### src/rtl/sio_rx_pkg.sv
package sio_rx_pkg;

    localparam int BYTE_W   = 8;
    localparam int LANE_MAX = 4;
    localparam int CNT_W    = $clog2(BYTE_W) + 1;

    // Bits captured on one sampling edge, right-aligned, and how many of them
    typedef struct packed {
        logic [LANE_MAX-1:0] bits;
        logic [2:0]          width;
    } beat_t;

    function automatic logic lanes_ok(input logic [2:0] n);
        case (n)
            3'd1, 3'd2, 3'd4: return 1'b1;
            default:          return 1'b0;
        endcase
    endfunction

    // Rising edge samples when polarity equals phase
    function automatic logic samples_on_rise(input logic pol, input logic pha);
        return pol == pha;
    endfunction

endpackage

### src/rtl/sio_rx_sync.sv
module sio_rx_sync
    import sio_rx_pkg::*;
#(
    parameter int STAGES = 2
) (
    input  logic                clk,
    input  logic                rst,
    input  logic                spi_sck,
    input  logic                spi_csb,
    input  logic [LANE_MAX-1:0] spi_sio,
    input  logic                clk_pol,
    input  logic                clk_pha,
    output logic                sample_ev,
    output logic                csb_rise,
    output logic [LANE_MAX-1:0] sio_s
);

    logic [STAGES-1:0]   sck_q;
    logic [STAGES-1:0]   csb_q;
    logic [LANE_MAX-1:0] sio_q [STAGES];
    logic                sck_d;
    logic                csb_d;
    logic                sck_now;
    logic                csb_now;
    logic                rise_ev;
    logic                fall_ev;

    always_ff @(posedge clk) begin
        if (rst) begin
            sck_q <= '0;
            csb_q <= '1;
            for (int i = 0; i < STAGES; i++) sio_q[i] <= '0;
            sck_d <= 1'b0;
            csb_d <= 1'b1;
        end else begin
            for (int i = STAGES - 1; i > 0; i--) begin
                sck_q[i] <= sck_q[i-1];
                csb_q[i] <= csb_q[i-1];
                sio_q[i] <= sio_q[i-1];
            end
            sck_q[0] <= spi_sck;
            csb_q[0] <= spi_csb;
            sio_q[0] <= spi_sio;
            sck_d    <= sck_q[STAGES-1];
            csb_d    <= csb_q[STAGES-1];
        end
    end

    assign sck_now = sck_q[STAGES-1];
    assign csb_now = csb_q[STAGES-1];
    assign sio_s   = sio_q[STAGES-1];
    assign rise_ev = sck_now & ~sck_d;
    assign fall_ev = ~sck_now & sck_d;

    always_comb begin
        sample_ev = samples_on_rise(clk_pol, clk_pha) ? rise_ev : fall_ev;
        sample_ev = sample_ev & ~csb_now;
    end

    assign csb_rise = csb_now & ~csb_d;

endmodule

### src/rtl/sio_rx_lane_sel.sv
module sio_rx_lane_sel
    import sio_rx_pkg::*;
(
    input  logic [LANE_MAX-1:0] sio_s,
    input  logic [2:0]          lane_cnt,
    input  logic                from_device,
    output beat_t               beat
);

    always_comb begin
        beat = '0;
        case (lane_cnt)
            3'd1: begin
                beat.bits  = {3'b000, from_device ? sio_s[1] : sio_s[0]};
                beat.width = 3'd1;
            end
            3'd2: begin
                beat.bits  = {2'b00, sio_s[1], sio_s[0]};
                beat.width = 3'd2;
            end
            3'd4: begin
                beat.bits  = sio_s;
                beat.width = 3'd4;
            end
            default: beat = '0;
        endcase
    end

endmodule

### src/rtl/sio_rx_assemble.sv
module sio_rx_assemble
    import sio_rx_pkg::*;
(
    input  logic              clk,
    input  logic              rst,
    input  logic              sample_ev,
    input  logic              csb_rise,
    input  logic              lanes_good,
    input  beat_t             beat,
    output logic [BYTE_W-1:0] byte_data,
    output logic              byte_valid,
    output logic              byte_short,
    output logic              lane_err
);

    logic [BYTE_W-1:0] shreg;
    logic [BYTE_W-1:0] shifted;
    logic [CNT_W-1:0]  cnt;
    logic [CNT_W-1:0]  cnt_next;
    logic              full;

    always_comb begin
        case (beat.width)
            3'd1:    shifted = {shreg[BYTE_W-2:0], beat.bits[0]};
            3'd2:    shifted = {shreg[BYTE_W-3:0], beat.bits[1:0]};
            3'd4:    shifted = {shreg[BYTE_W-5:0], beat.bits};
            default: shifted = shreg;
        endcase
        cnt_next = cnt + CNT_W'(beat.width);
        full     = cnt_next >= CNT_W'(BYTE_W);
    end

    always_ff @(posedge clk) begin
        if (rst) begin
            shreg      <= '0;
            cnt        <= '0;
            byte_data  <= '0;
            byte_valid <= 1'b0;
            byte_short <= 1'b0;
            lane_err   <= 1'b0;
        end else begin
            byte_valid <= 1'b0;
            byte_short <= 1'b0;
            if (csb_rise) begin
                byte_short <= (cnt != '0) && !lane_err;
                cnt        <= '0;
            end else if (sample_ev && !lane_err) begin
                if (!lanes_good) begin
                    lane_err <= 1'b1;
                end else if (full) begin
                    byte_data  <= shifted;
                    byte_valid <= 1'b1;
                    cnt        <= '0;
                end else begin
                    shreg <= shifted;
                    cnt   <= cnt_next;
                end
            end
        end
    end

    // strobe lasts one cycle and follows a sampling edge
    a_r5_single_strobe: assert property (@(posedge clk) disable iff (rst)
        byte_valid |=> !byte_valid);
    a_r5_strobe_from_edge: assert property (@(posedge clk) disable iff (rst)
        byte_valid |-> $past(sample_ev));
    // pending bit count stays below a full byte
    a_r5_count_bound: assert property (@(posedge clk) disable iff (rst)
        cnt < CNT_W'(BYTE_W));
    // short pulse only after a chip-select rise, never with a strobe
    a_r8_short_from_csb: assert property (@(posedge clk) disable iff (rst)
        byte_short |-> $past(csb_rise));
    a_r8_exclusive: assert property (@(posedge clk) disable iff (rst)
        !(byte_short && byte_valid));
    // error is sticky and silences the outputs
    a_r9_sticky: assert property (@(posedge clk) disable iff (rst)
        lane_err |=> lane_err);
    a_r9_silent: assert property (@(posedge clk) disable iff (rst)
        lane_err |-> !byte_valid && !byte_short);

endmodule

### src/rtl/sio_byte_rx.sv
module sio_byte_rx
    import sio_rx_pkg::*;
#(
    parameter int SYNC_STAGES = 2
) (
    input  logic       clk,
    input  logic       rst,
    input  logic       spi_sck,
    input  logic       spi_csb,
    input  logic [3:0] spi_sio,
    input  logic       clk_pol,
    input  logic       clk_pha,
    input  logic [2:0] lane_cnt,
    input  logic       from_device,
    output logic [7:0] byte_data,
    output logic       byte_valid,
    output logic       byte_short,
    output logic       lane_err
);

    logic                sample_ev;
    logic                csb_rise;
    logic [LANE_MAX-1:0] sio_s;
    beat_t               beat;
    logic                lanes_good;

    sio_rx_sync #(.STAGES(SYNC_STAGES)) u_sync (
        .clk       (clk),
        .rst       (rst),
        .spi_sck   (spi_sck),
        .spi_csb   (spi_csb),
        .spi_sio   (spi_sio),
        .clk_pol   (clk_pol),
        .clk_pha   (clk_pha),
        .sample_ev (sample_ev),
        .csb_rise  (csb_rise),
        .sio_s     (sio_s)
    );

    sio_rx_lane_sel u_sel (
        .sio_s       (sio_s),
        .lane_cnt    (lane_cnt),
        .from_device (from_device),
        .beat        (beat)
    );

    assign lanes_good = lanes_ok(lane_cnt);

    sio_rx_assemble u_asm (
        .clk        (clk),
        .rst        (rst),
        .sample_ev  (sample_ev),
        .csb_rise   (csb_rise),
        .lanes_good (lanes_good),
        .beat       (beat),
        .byte_data  (byte_data),
        .byte_valid (byte_valid),
        .byte_short (byte_short),
        .lane_err   (lane_err)
    );

    // no byte strobe in the cycle a chip-select rise is seen
    a_r8_no_strobe_on_rise: assert property (@(posedge clk) disable iff (rst)
        $past(csb_rise) |-> !byte_valid);

endmodule

### config.mk
export PLATFORM = sky130hd
export DESIGN_NAME = sio_byte_rx
export DESIGN_NICKNAME = d
export VERILOG_FILES = /design/src/rtl/sio_rx_pkg.sv /design/src/rtl/sio_rx_sync.sv /design/src/rtl/sio_rx_lane_sel.sv /design/src/rtl/sio_rx_assemble.sv /design/src/rtl/sio_byte_rx.sv
export SDC_FILE = /design/constraint.sdc
export NUM_CORES = 1
export LEC_CHECK = 0
export BUFFER_PORTS_ARGS = -buffer_cell sky130_fd_sc_hd__buf_2
export CAP_MARGIN = 20
export CORE_ASPECT_RATIO = 0.9
export CORE_MARGIN = 4
export CORE_UTILIZATION = 43
export CTS_BUF_LIST = sky130_fd_sc_hd__clkbuf_4
export DETAILED_ROUTE_END_ITERATION = 8
export HOLD_SLACK_MARGIN = 0.08
export SLEW_MARGIN = 10
export SYNTH_ARGS = -nofsm -noshare
export SYNTH_HDL_FRONTEND = slang
export SYNTH_SLANG_ARGS = --single-unit
export TNS_END_PERCENT = 100
### constraint.sdc
create_clock -name clk -period 4.8 [get_ports clk]
set_input_delay 0.96 -clock clk [delete_from_list [all_inputs] [get_ports clk]]
set_output_delay 0.96 -clock clk [all_outputs]
set_load 0.1 [all_outputs]
Word-level counts from Yosys, hierarchy flattened
Memories as Yosys holds them, arrays and structs flattened.
Index checks and enable logic that the tools add are counted.
W data, S select, Z words.
{"block": "word_totals", "reg_bits": 29, "ramBits": 8, "inputBits": 14, "mem_count": 1}
{"memory": "u_sync.sio_q", "words": 2, "width": 4, "rd": 2, "rd_ports_with_merged_regs": 0, "write_ports": 2, "line_no": "sio_rx_sync.sv:20", "rtl": "logic [LANE_MAX-1:0] sio_q [STAGES];"}
{"block": "classes", "add_sub_neg": 1, "n_lt_le_gt_ge": 1, "eq_ne": 7, "n_mux": 12, "bitwise": 14, "n_reduce_logical": 12}
{"op": "$pmux W8 S3", "count": 1}
{"op": "$pmux W7 S3", "count": 1}
{"op": "$mux W4", "count": 3}
{"op": "$not A1 Y1", "count": 8}
{"op": "$reduce_and A4 Y1", "count": 2}
{"op": "$mux W1", "count": 7}
{"op": "$eq A3 B1 Y1 const B", "count": 2}
{"op": "$eq A3 B2 Y1 const B", "count": 2}
{"op": "$eq A3 B3 Y1 const B", "count": 2}
{"op": "$add A4 B3 Y4", "count": 1}
{"op": "$and A1 B1 Y1", "count": 4}
{"op": "$ge A4 B4 Y1 const B", "count": 1}
{"op": "$reduce_bool A4 Y1", "count": 1}
{"op": "$reduce_or A2 Y1", "count": 2}
{"op": "$reduce_or A4 Y1", "count": 1}
{"op": "$reduce_and A3 Y1", "count": 1}
{"op": "$reduce_or A3 Y1", "count": 1}
{"op": "$logic_and A1 B1 Y1", "count": 2}
{"op": "$or A1 B1 Y1", "count": 2}
{"op": "$reduce_and A2 Y1", "count": 1}
{"op": "$eq A1 B1 Y1", "count": 1}
{"op": "$logic_not A1 Y1", "count": 1}

Depth between registers and ports, before layout
Gate-level depths: netlist of run 1.
{"block": "depth", "word_depth": 7, "ltp_mapped": 12}

Modules after synthesis
From an unflattened synthesis of run 1, not the netlist that was laid out.
{"block": "hier_totals", "cells_unflattened": 186, "area_unflattened_um2": 1825.5}
{"module": "sio_rx_assemble", "n_inst": 1, "cells_each": 134, "area_each_um2": 1255.0, "seq_area_each_um2": 460.4}
{"module": "sio_rx_sync", "n_inst": 1, "cells_each": 38, "area_each_um2": 446.7, "seq_area_each_um2": 280.3}
{"module": "sio_rx_lane_sel", "n_inst": 1, "cells_each": 11, "area_each_um2": 102.6, "seq_area_each_um2": 0.0}
{"module": "sio_byte_rx", "n_inst": 1, "cells_each": 3, "area_each_um2": 21.3, "seq_area_each_um2": 0.0}

Worst setup path before layout of run 1
Ideal clock, no wire load.
{"block": "synth_path", "path_kind": "input -> register", "start": "in lane_cnt[2]", "end": "reg u_asm.byte_data[2]", "arrival_time_ns": 3.005, "required_time_ns": 4.674, "setup_slack_ns": 1.669, "path_stages": 12, "path_buffers": 3, "cell_sequence": "buf_4 > inv_2 > or3_1 > clkbuf_1 > inv_1 > ha_1 > a21oi_1 > a21boi_0 > nor4b_2 > buf_6 > mux2i_1 > nor2_1"}
{"block": "synth_between", "elab_chain_cells": 5, "elab_cells_between_ends": 13}
{"element": "from (decl)", "line_no": "sio_byte_rx.sv:13", "rtl": "input logic [2:0] lane_cnt,"}
{"element": "$eq A3 B3 Y1 (tied with other cells)", "line_no": "sio_rx_pkg.sv:14, sio_rx_lane_sel.sv:12"}
{"element": "$pmux W7 S3", "line_no": "sio_rx_lane_sel.sv:12", "rtl": "case (lane_cnt)"}
{"element": "$add A4 B3 Y4", "line_no": "sio_rx_assemble.sv:29", "rtl": "cnt_next = cnt + CNT_W'(beat.width);"}
{"element": "$ge A4 B4 Y1", "line_no": "sio_rx_assemble.sv:30", "rtl": "full = cnt_next >= CNT_W'(BYTE_W);"}
{"element": "$reduce_and A4 Y1 (no source line)"}
{"element": "to (signal assigned)", "line_no": "sio_rx_assemble.sv:51", "rtl": "byte_data <= shifted;"}
{"element": "to (decl)", "line_no": "sio_rx_assemble.sv:10", "rtl": "output logic [BYTE_W-1:0] byte_data,"}
Parallel ways exist; a longest one is shown, timed or not.
A chain may end at the register's enable or synchronous reset.

Worst setup path in the final report of run 1
{"block": "layout_path", "start": "in lane_cnt[2]", "end": "reg u_asm.shreg[4]"}
{"block": "layout_between", "elab_chain_cells": 6, "elab_cells_between_ends": 14}
{"element": "$eq A3 B3 Y1 (tied with other cells)", "line_no": "sio_rx_pkg.sv:14, sio_rx_lane_sel.sv:12"}
{"element": "$pmux W7 S3", "line_no": "sio_rx_lane_sel.sv:12"}
{"element": "$add A4 B3 Y4", "line_no": "sio_rx_assemble.sv:29"}
{"element": "$ge A4 B4 Y1", "line_no": "sio_rx_assemble.sv:30"}
{"element": "$not A1 Y1 (no source line)"}
{"element": "$reduce_and A4 Y1 (no source line)"}
{"element": "to (signal assigned)", "line_no": "sio_rx_assemble.sv:55", "rtl": "shreg <= shifted;"}
{"element": "to (decl)", "line_no": "sio_rx_assemble.sv:16", "rtl": "logic [BYTE_W-1:0] shreg;"}
Parallel ways exist; a longest one is shown, timed or not.

==> metrics.md, run 1 <==
| Metric | Value |
|---|---|
| Count of buffers from port buffering | `24` |
| Mean Syn Cell Area | `10.1 µm²` |
| Setup slack at placement | `1.32 ns` |
| Total power | `0.489 mW` |
| CTS Hold Buffers Added | `0` |
| Final setup vio count | `0` |
| Pin slew with the least headroom to its limit | `0.626 ns` |
| Final HPWL from detailed placement | `2230 µm` |
| Die Height | `66.3 µm` |
| Sink Count | `36` |
| Final worst clock skew | `0.00426 ns` |
| Power Density | `274 nW/µm²` |
| Largest net degree at the start of global routing | `34` |
| Fraction of layout cells with a size suffix above 1 | `0.219` |
| Setup repair after global routing missed its margin | `false` |
| Clock tree from TritonCTS | `done` |
| DRT Pass-1 Iters | `4` |
| Run status | `complete, no violations` |
| Number of diodes | `0` |
| Initial cell density of the core | `0.464` |
| Buffers from clock root to sink, at most | `2` |
| Via count of the first global-routing pass | `1,146` |
| Final Hold Fails | `0` |
| Sequential share of the synthesized area | `0.444` |
| Clock root buffer master | `clkbuf_4` |
| DRC marker count from the first detailed-route iteration | `107` |
| Max Freq | `317 MHz` |
| Average routed wire per standard cell | `13.3 µm` |
| CP max stage cell | `o211ai_2` |
| Net count after synthesis | `179` |
| CTS HTree Levels | `2` |
| GR Overflow Total | `0` |
| Core Rows | `20` |
| VDD IR max | `163 µV` |
| Type of the setup path with the least slack | `primary input to flip-flop` |
| Yosys top cell by area | `dfxtp_1` |
| Clock slew seen by the registers of the worst setup and hold paths | `0.09 ns` |
| Core Area | `3500 µm²` |
| Classification of the worst-slack hold path | `flip-flop to flip-flop` |
| Required time at the endpoint of the critical path | `5.00 ns` |
| Crit path setup slack, layout | `1.64 ns` |
| Crit path DAT | `3.35 ns` |
| Post-route minimum period | `3.16 ns` |
| Setup crit end kind | `flip-flop` |
| Period utilization | `0.658` |
| Routability Congestion | `0.845` |
| Setup TNS | `0 ns` |
| Syn Inst Count | `161` |
| Syn. warnings | `0` |
| Final antenna-violating net count | `0` |
| Detailed-route wire length | `3010 µm` |
| Area Overhead vs Synth | `10.0%` |
| Initial antenna violation count | `0` |
| Global-route usage over all layers | `0.143` |
| Number of flops mapped to enable cells by yosys | `0` |
| CP Cell Sequence | `buf_2, inv_2, or3_1, inv_1, ha_1, a21oi_1, a21boi_0, o211ai_2, mux2i_1, nor2_1` |
| Final core utilization | `0.510` |
| Leakage power | `0.772 nW` |
| Layout net count | `201` |
| Count of cell types in the netlist | `42` |
| Worst slew margin relative to its limit | `0.582` |
| Startpoint Class | `primary input` |
| Post-CTS Setup Repair Bufs | `0` |
| Number of max-cap violations | `0` |
| Count of boundary I/O pins | `25` |
| Combined area of all synthesized cells | `1620 µm²` |
| Worst-skew pair later-pin latency | `0.33 ns` |
| Top cells by area in the synthesized netlist | `dfxtp_1, mux2i_1, nor2b_1` |
| Most used DFF post-synth | `dfxtp_1` |
| Vias per cell | `5.23` |
| Wire length of the first global-routing pass | `5260 µm` |
| Critical Path Max Stage Delay | `0.57 ns` |
| Number of max-slew violations in the final report | `0` |
| Ranking of synthesized cells by instance count | `dfxtp_1, nor2_1, mux2i_1` |
| CP Max Fanout | `11` |
| Share of flip-flops with an asynchronous set or reset | `0` |
| Total DRC errors in the routed layout | `0` |
| Number of synthesized register bits | `36` |
| TritonCTS Buffers | `5` |
| Die Outline Area | `4830 µm²` |
| Die X | `72.8 µm` |
| Number of gates given a new drive strength after cts | `0` |
| Routed via count | `1,188` |
| Post-synth top area share | `0.444` |
| Most instantiated library cell after synthesis | `dfxtp_1` |
per-layer routing:
| metal | track usage | up-vias | share of wire |
|---|---|---|---|
| met5 | 0 | - | 0 |
| met4 | 0.0622 | 0 | 0.020 |
| met3 | 0.0517 | 9 | 0.057 |
| met2 | 0.213 | 27 | 0.42 |
| met1 | 0.183 | 552 | 0.50 |
| li1 | - | 600 | - |
flip-flops by register name (all words and copies together) (netlist names):
| register | count |
|---|---|
| u_asm.byte_valid | 1 |
| u_sync.csb_d | 1 |
| u_sync.sck_d | 1 |
| u_sync.sck_q | 2 |
| u_sync.csb_q | 2 |
| u_asm.shreg | 7 |
| u_asm.lane_err | 1 |
| u_asm.byte_short | 1 |
| u_sync.sio_q | 8 |
| u_asm.cnt | 4 |
| u_asm.byte_data | 8 |
cells in the final DEF, fill, tap and decap left out, types with 2 or more instances in the layout:
cell type / count
a21oi_1: 2
a2bb2oi_1: 8
and3b_1: 2
buf_2: 24
clkbuf_4: 5
clkinv_1: 2
dfxtp_1: 36
ha_1: 3
inv_1: 8
mux2_1: 2
mux2i_1: 15
nand2_1: 2
nand2b_1: 4
nor2_1: 19
nor2b_1: 12
nor4_1: 2
nor4b_2: 3
o22ai_1: 6
o32ai_1: 2
or2_2: 3
xnor2_1: 2
metrics by stage:
stage | hold WS, ns | cell area, µm² | instances
6_report | 0.419 | 1790 | 227
5_1_grt | 0.437 | 1790 | 227
3_5_place_dp | 0.400 | 1740 | 220
2_1_floorplan | 0.389 | 1620 | 161
4_1_cts | 0.424 | 1790 | 227
3_3_place_gp | 0.393 | 1740 | 220
area by class of cell:
cell class | count | area, µm²
clock buffer | 5 | 37.5
clock inverter | 2 | 7.51
fill | 353 | 1720
inverter | 9 | 33.8
multi-input combinational | 106 | 805
sequential | 36 | 721
tap | 44 | 55.1
timing repair buffer | 25 | 128
path summary, 6_finish.rpt:
path,startpoint,to,slack (ns),cells after the start
min reg2reg,u_sync.csb_q[0]$_SDFF_PP1_,u_sync.csb_q[1]$_SDFF_PP1_,0.42,1
min,u_sync.csb_q[0]$_SDFF_PP1_,u_sync.csb_q[1]$_SDFF_PP1_,0.42,1
max reg2reg,u_asm.cnt[2]$_SDFFE_PP0P_,u_asm.shreg[4]$_SDFFE_PP0P_,2.73,6
max,lane_cnt[2],u_asm.shreg[4]$_SDFFE_PP0P_,1.64,10
worst max-delay path, delay by kind of cell:
family / cells / cell delay (ns)
AO/OA/AOI/OAI: 3 / 0.93
AND/OR/NAND/NOR: 2 / 0.56
buffers and inverters: 3 / 0.39
adder cells (fa/ha/maj): 1 / 0.26
multiplexers: 1 / 0.25
report_power, final:
group | leakage [nW] | total, mW | internal, mW | switching, mW
clock | 0.0261 | 0.141 | 0.0511 | 0.0903
sequential | 0.293 | 0.306 | 0.304 | 0.00247
combinational | 0.453 | 0.0417 | 0.0186 | 0.0231
cell families (layout without fill, tap and decap cells):
family,after synthesis,in the layout,synth area share
adder cells (fa/ha/maj),5,5,0.0416
flip-flops,36,36,0.444
buffers and inverters,19,41,0.0609
AO/OA/AOI/OAI,28,28,0.135
multiplexers,17,17,0.106
AND/OR/NAND/NOR,53,53,0.196
XOR/XNOR,3,3,0.0162
Note: power is estimated with default switching activity, not from simulation.
==> inputs of run 2 (changes only) <==
ABC_AREA = 1   (was not set)
clock period = 3.25 ns   (was 4.8 ns; I/O delays follow)
==> run 2 against run 1 <==
Net effect:
- worst setup slack lost 0.55 ns
- sequential share of layout area decreased by 4.0 points
- final area increased by 14%
- via count up 30%
- non-clock buffer count decreased by 1
- synthesized area is 11% higher
- power up 77%
- count of clock-buffer cells in the layout is 1 higher
- clock skew grew 0.015 ns
- sequential cell count is 1 higher
- largest power group unchanged
==> metrics.md, run 2 <==
| Metric | Value |
|---|---|
| Run status | `complete, no violations` |
| Design area | `2040 µm²` |
| Standard cell area after detailed placement | `1950 µm²` |
| Count of cell types in the netlist | `25` |
| Most frequent cells in the layout | `nor2_1, nand2_1, inv_1` |
| Final worst clock skew | `0.0197 ns` |
| Routed via count | `1,539` |
| Critical Path Max Stage Delay | `0.26 ns` |
| Average routed wire per standard cell | `9.76 µm` |
| Worst slew margin relative to its limit | `0.651` |
| Final Non-Filler Cells | `344` |
| Setup repair after global routing missed its margin | `false` |
| Dominant cell type by count on the critical path | `nand2_1` |
| Global-route usage over all layers | `0.139` |
| Total DRC errors in the routed layout | `0` |
| Number of gates given a new drive strength after cts | `0` |
| Number of max-slew violations in the final report | `0` |
| Post-CTS Setup Repair Bufs | `0` |
| Area taken by multi-input logic gates | `842 µm²` |
| Leakage power | `1.09 nW` |
| Die X | `76.4 µm` |
| Crit path DAT | `2.41 ns` |
| Count of boundary I/O pins | `25` |
| Max Freq | `463 MHz` |
| DRT Pass-1 Iters | `4` |
| Net count after synthesis | `287` |
| Share of flip-flops with an asynchronous set or reset | `0` |
| Classification of the worst-slack hold path | `flip-flop to flip-flop` |
| Core Area | `4070 µm²` |
| CTS HTree Levels | `2` |
| Setup crit end kind | `flip-flop` |
| Sequential share of the synthesized area | `0.410` |
| Vias per cell | `4.47` |
| Area Overhead vs Synth | `12.7%` |
| Part of the power in registers | `0.539` |
| Final setup vio count | `0` |
| Number of flops mapped to enable cells by yosys | `0` |
| Top cells by area in the synthesized netlist | `dfxtp_1, nor2_1, nand2_1` |
| Delay-heaviest family, CP | `simple AND/OR/NAND/NOR gates` |
| Detailed-route wire length | `3360 µm` |
| Most instantiated library cell after synthesis | `nor2_1` |
| CTS Hold Buffers Added | `0` |
| Power Density | `424 nW/µm²` |
| Number of max-cap violations | `0` |
| Number of diodes | `0` |
| Sequential cell area | `741 µm²` |
| Sw Pwr | `0.209 mW` |
| Final antenna-violating net count | `0` |
| Clock root buffer master | `clkbuf_4` |
| Type of the setup path with the least slack | `primary input to flip-flop` |
| CP Cell Sequence | `buf_2, nor2_1, nand2_2, inv_1, ha_1, a21oi_1, nand2_1, nand2_1, nand2_1, nand3_4, nand2_1, nand2_1, nor2_1` |
| Yosys top cell by area | `dfxtp_1` |
| Buffers from clock root to sink, at most | `2` |
| Count of buffers from port buffering | `24` |
| Worst-skew pair later-pin latency | `0.35 ns` |
| Total power | `0.864 mW` |
| Wire length of the first global-routing pass | `6000 µm` |
| VDD IR max | `198 µV` |
| Pin slew with the least headroom to its limit | `0.520 ns` |
| Worst path bufs/invs | `2` |
| Routability Congestion | `0.873` |
| Most frequent standard cell in the layout excluding fill and tap cells | `nor2_1` |
| Switching share of power | `0.242` |
| Largest net degree at the start of global routing | `19` |
| Via count of the first global-routing pass | `1,396` |
| Portion of total power attributed to combinational logic | `0.075` |
| Combined area of all synthesized cells | `1810 µm²` |
| Number of synthesized register bits | `37` |
| Syn. warnings | `0` |
| Final core utilization | `0.500` |
| Period utilization | `0.664` |
| Post-Place Cells | `336` |
| Internal power | `0.655 mW` |
| Die Outline Area | `5310 µm²` |
| Initial cell density of the core | `0.444` |
| Setup TNS | `0 ns` |
| Layout net count | `313` |
| Core Rows | `22` |
| Clock tree from TritonCTS | `done` |
| Most used DFF post-synth | `dfxtp_1` |
| CP Max Fanout | `14` |
| Share of power burned in the clock network | `0.386` |
| Final Hold Fails | `0` |
| Post-synth top area share | `0.410` |
| Fraction of layout cells with a size suffix above 1 | `0.145` |
| Post-route minimum period | `2.16 ns` |
| DRC marker count from the first detailed-route iteration | `58` |
| GR Overflow Total | `0` |
| Startpoint Class | `primary input` |
| CP max stage cell | `ha_1` |
| Initial antenna violation count | `0` |
| Clock slew seen by the registers of the worst setup and hold paths | `0.13 ns` |
| Mean Syn Cell Area | `6.72 µm²` |
| Die Height | `69.5 µm` |
| Syn Inst Count | `269` |
| Total of fill cells in the finished design | `415` |
| Required time at the endpoint of the critical path | `3.51 ns` |
| Largest registers in the final layout | `u_asm.byte_data (8), u_asm.shreg (8), u_sync.sio_q (8)` |
| Sink Count | `37` |
| Final HPWL from detailed placement | `2470 µm` |
| TritonCTS Buffers | `5` |
| Ranking of synthesized cells by instance count | `nor2_1, nand2_1, inv_1` |
[run 2: cell types whose count changed in the layout (fill, tap and decap cells not counted), sizes merged, moves of 5 or more]
cell / delta
nor3: +5
o22ai: -6
inv: +40
nor2b: -14
mux2i: -15
a2bb2oi: -8
nand3: +22
nand2: +63
nor2: +48
[run 2: worst paths after layout]
path                            slack, ns  cells after the start                            end                          start
worst min register to register       0.39                      2  u_sync.sio_q[0][4]$_SDFF_PP0_  u_sync.sio_q[0][0]$_SDFF_PP0_
worst max register to register       1.54                      9    u_asm.shreg[3]$_SDFFE_PP0P_      u_asm.cnt[2]$_SDFFE_PP0P_
worst min-delay path                 0.39                      2  u_sync.sio_q[0][4]$_SDFF_PP0_  u_sync.sio_q[0][0]$_SDFF_PP0_
worst max-delay path                 1.09                     13    u_asm.shreg[3]$_SDFFE_PP0P_                    lane_cnt[1]
[run 2: kinds of logic after synthesis]
kind of cell | after synthesis | share of synthesized area
AND/OR/NAND/NOR | 166 | 0.412
buffers and inverters | 55 | 0.125
flip-flops | 37 | 0.410
AO/OA/AOI/OAI | 6 | 0.0173
adder cells (fa/ha/maj) | 4 | 0.0318
XOR/XNOR | 1 | 0.00485
[run 2: area by class of cell]
class | count | share of cell area
Sequential cell | 37 | 0.364
Tap cell | 48 | 0.0295
Clock inverter | 2 | 0.0190
Clock buffer | 6 | 0.0221
Multi-Input combinational cell | 177 | 0.413
Inverter | 50 | 0.0934
Timing Repair Buffer | 24 | 0.0590
[run 2: power groups by stage]
| stage | Sequential, mW | Clock, mW | Combinational (mW) |
|---|---|---|---|
| floorplan | 0.477 | 0 | 0.0447 |
| global placement | 0.476 | 0 | 0.0653 |
| detailed placement | 0.476 | 0 | 0.0653 |
| CTS | 0.466 | 0.342 | 0.0654 |
| global route | 0.467 | 0.368 | 0.0737 |
| finish | 0.466 | 0.334 | 0.0646 |
[run 2: per-stage QoR]
stage                     hold WS [ns]  setup WS [ns]
after global placement           0.391          0.758
after CTS                        0.406           1.09
final                            0.393           1.09
after global routing             0.434          0.759
after floorplan                  0.388           1.02
after detailed placement         0.392          0.711
[run 2: layer usage]
layer	share of wire	wire [µm]	GRT usage
met5	0	0	0
met4	0.012	40	0.0523
met3	0.035	118	0.0390
met2	0.42	1410	0.216
met1	0.53	1790	0.184
[run 2: worst reg2reg max path: stages, from the launching register on]
cell and delay [ns]:
dfxtp_1 0.35, ha_1 0.34, a21oi_1 0.24, nand2_1 0.10, nand2_1 0.07, nand2_1 0.14, nand3_4 0.21, nand2_1 0.08
nand2_1 0.06, nor2_1 0.05
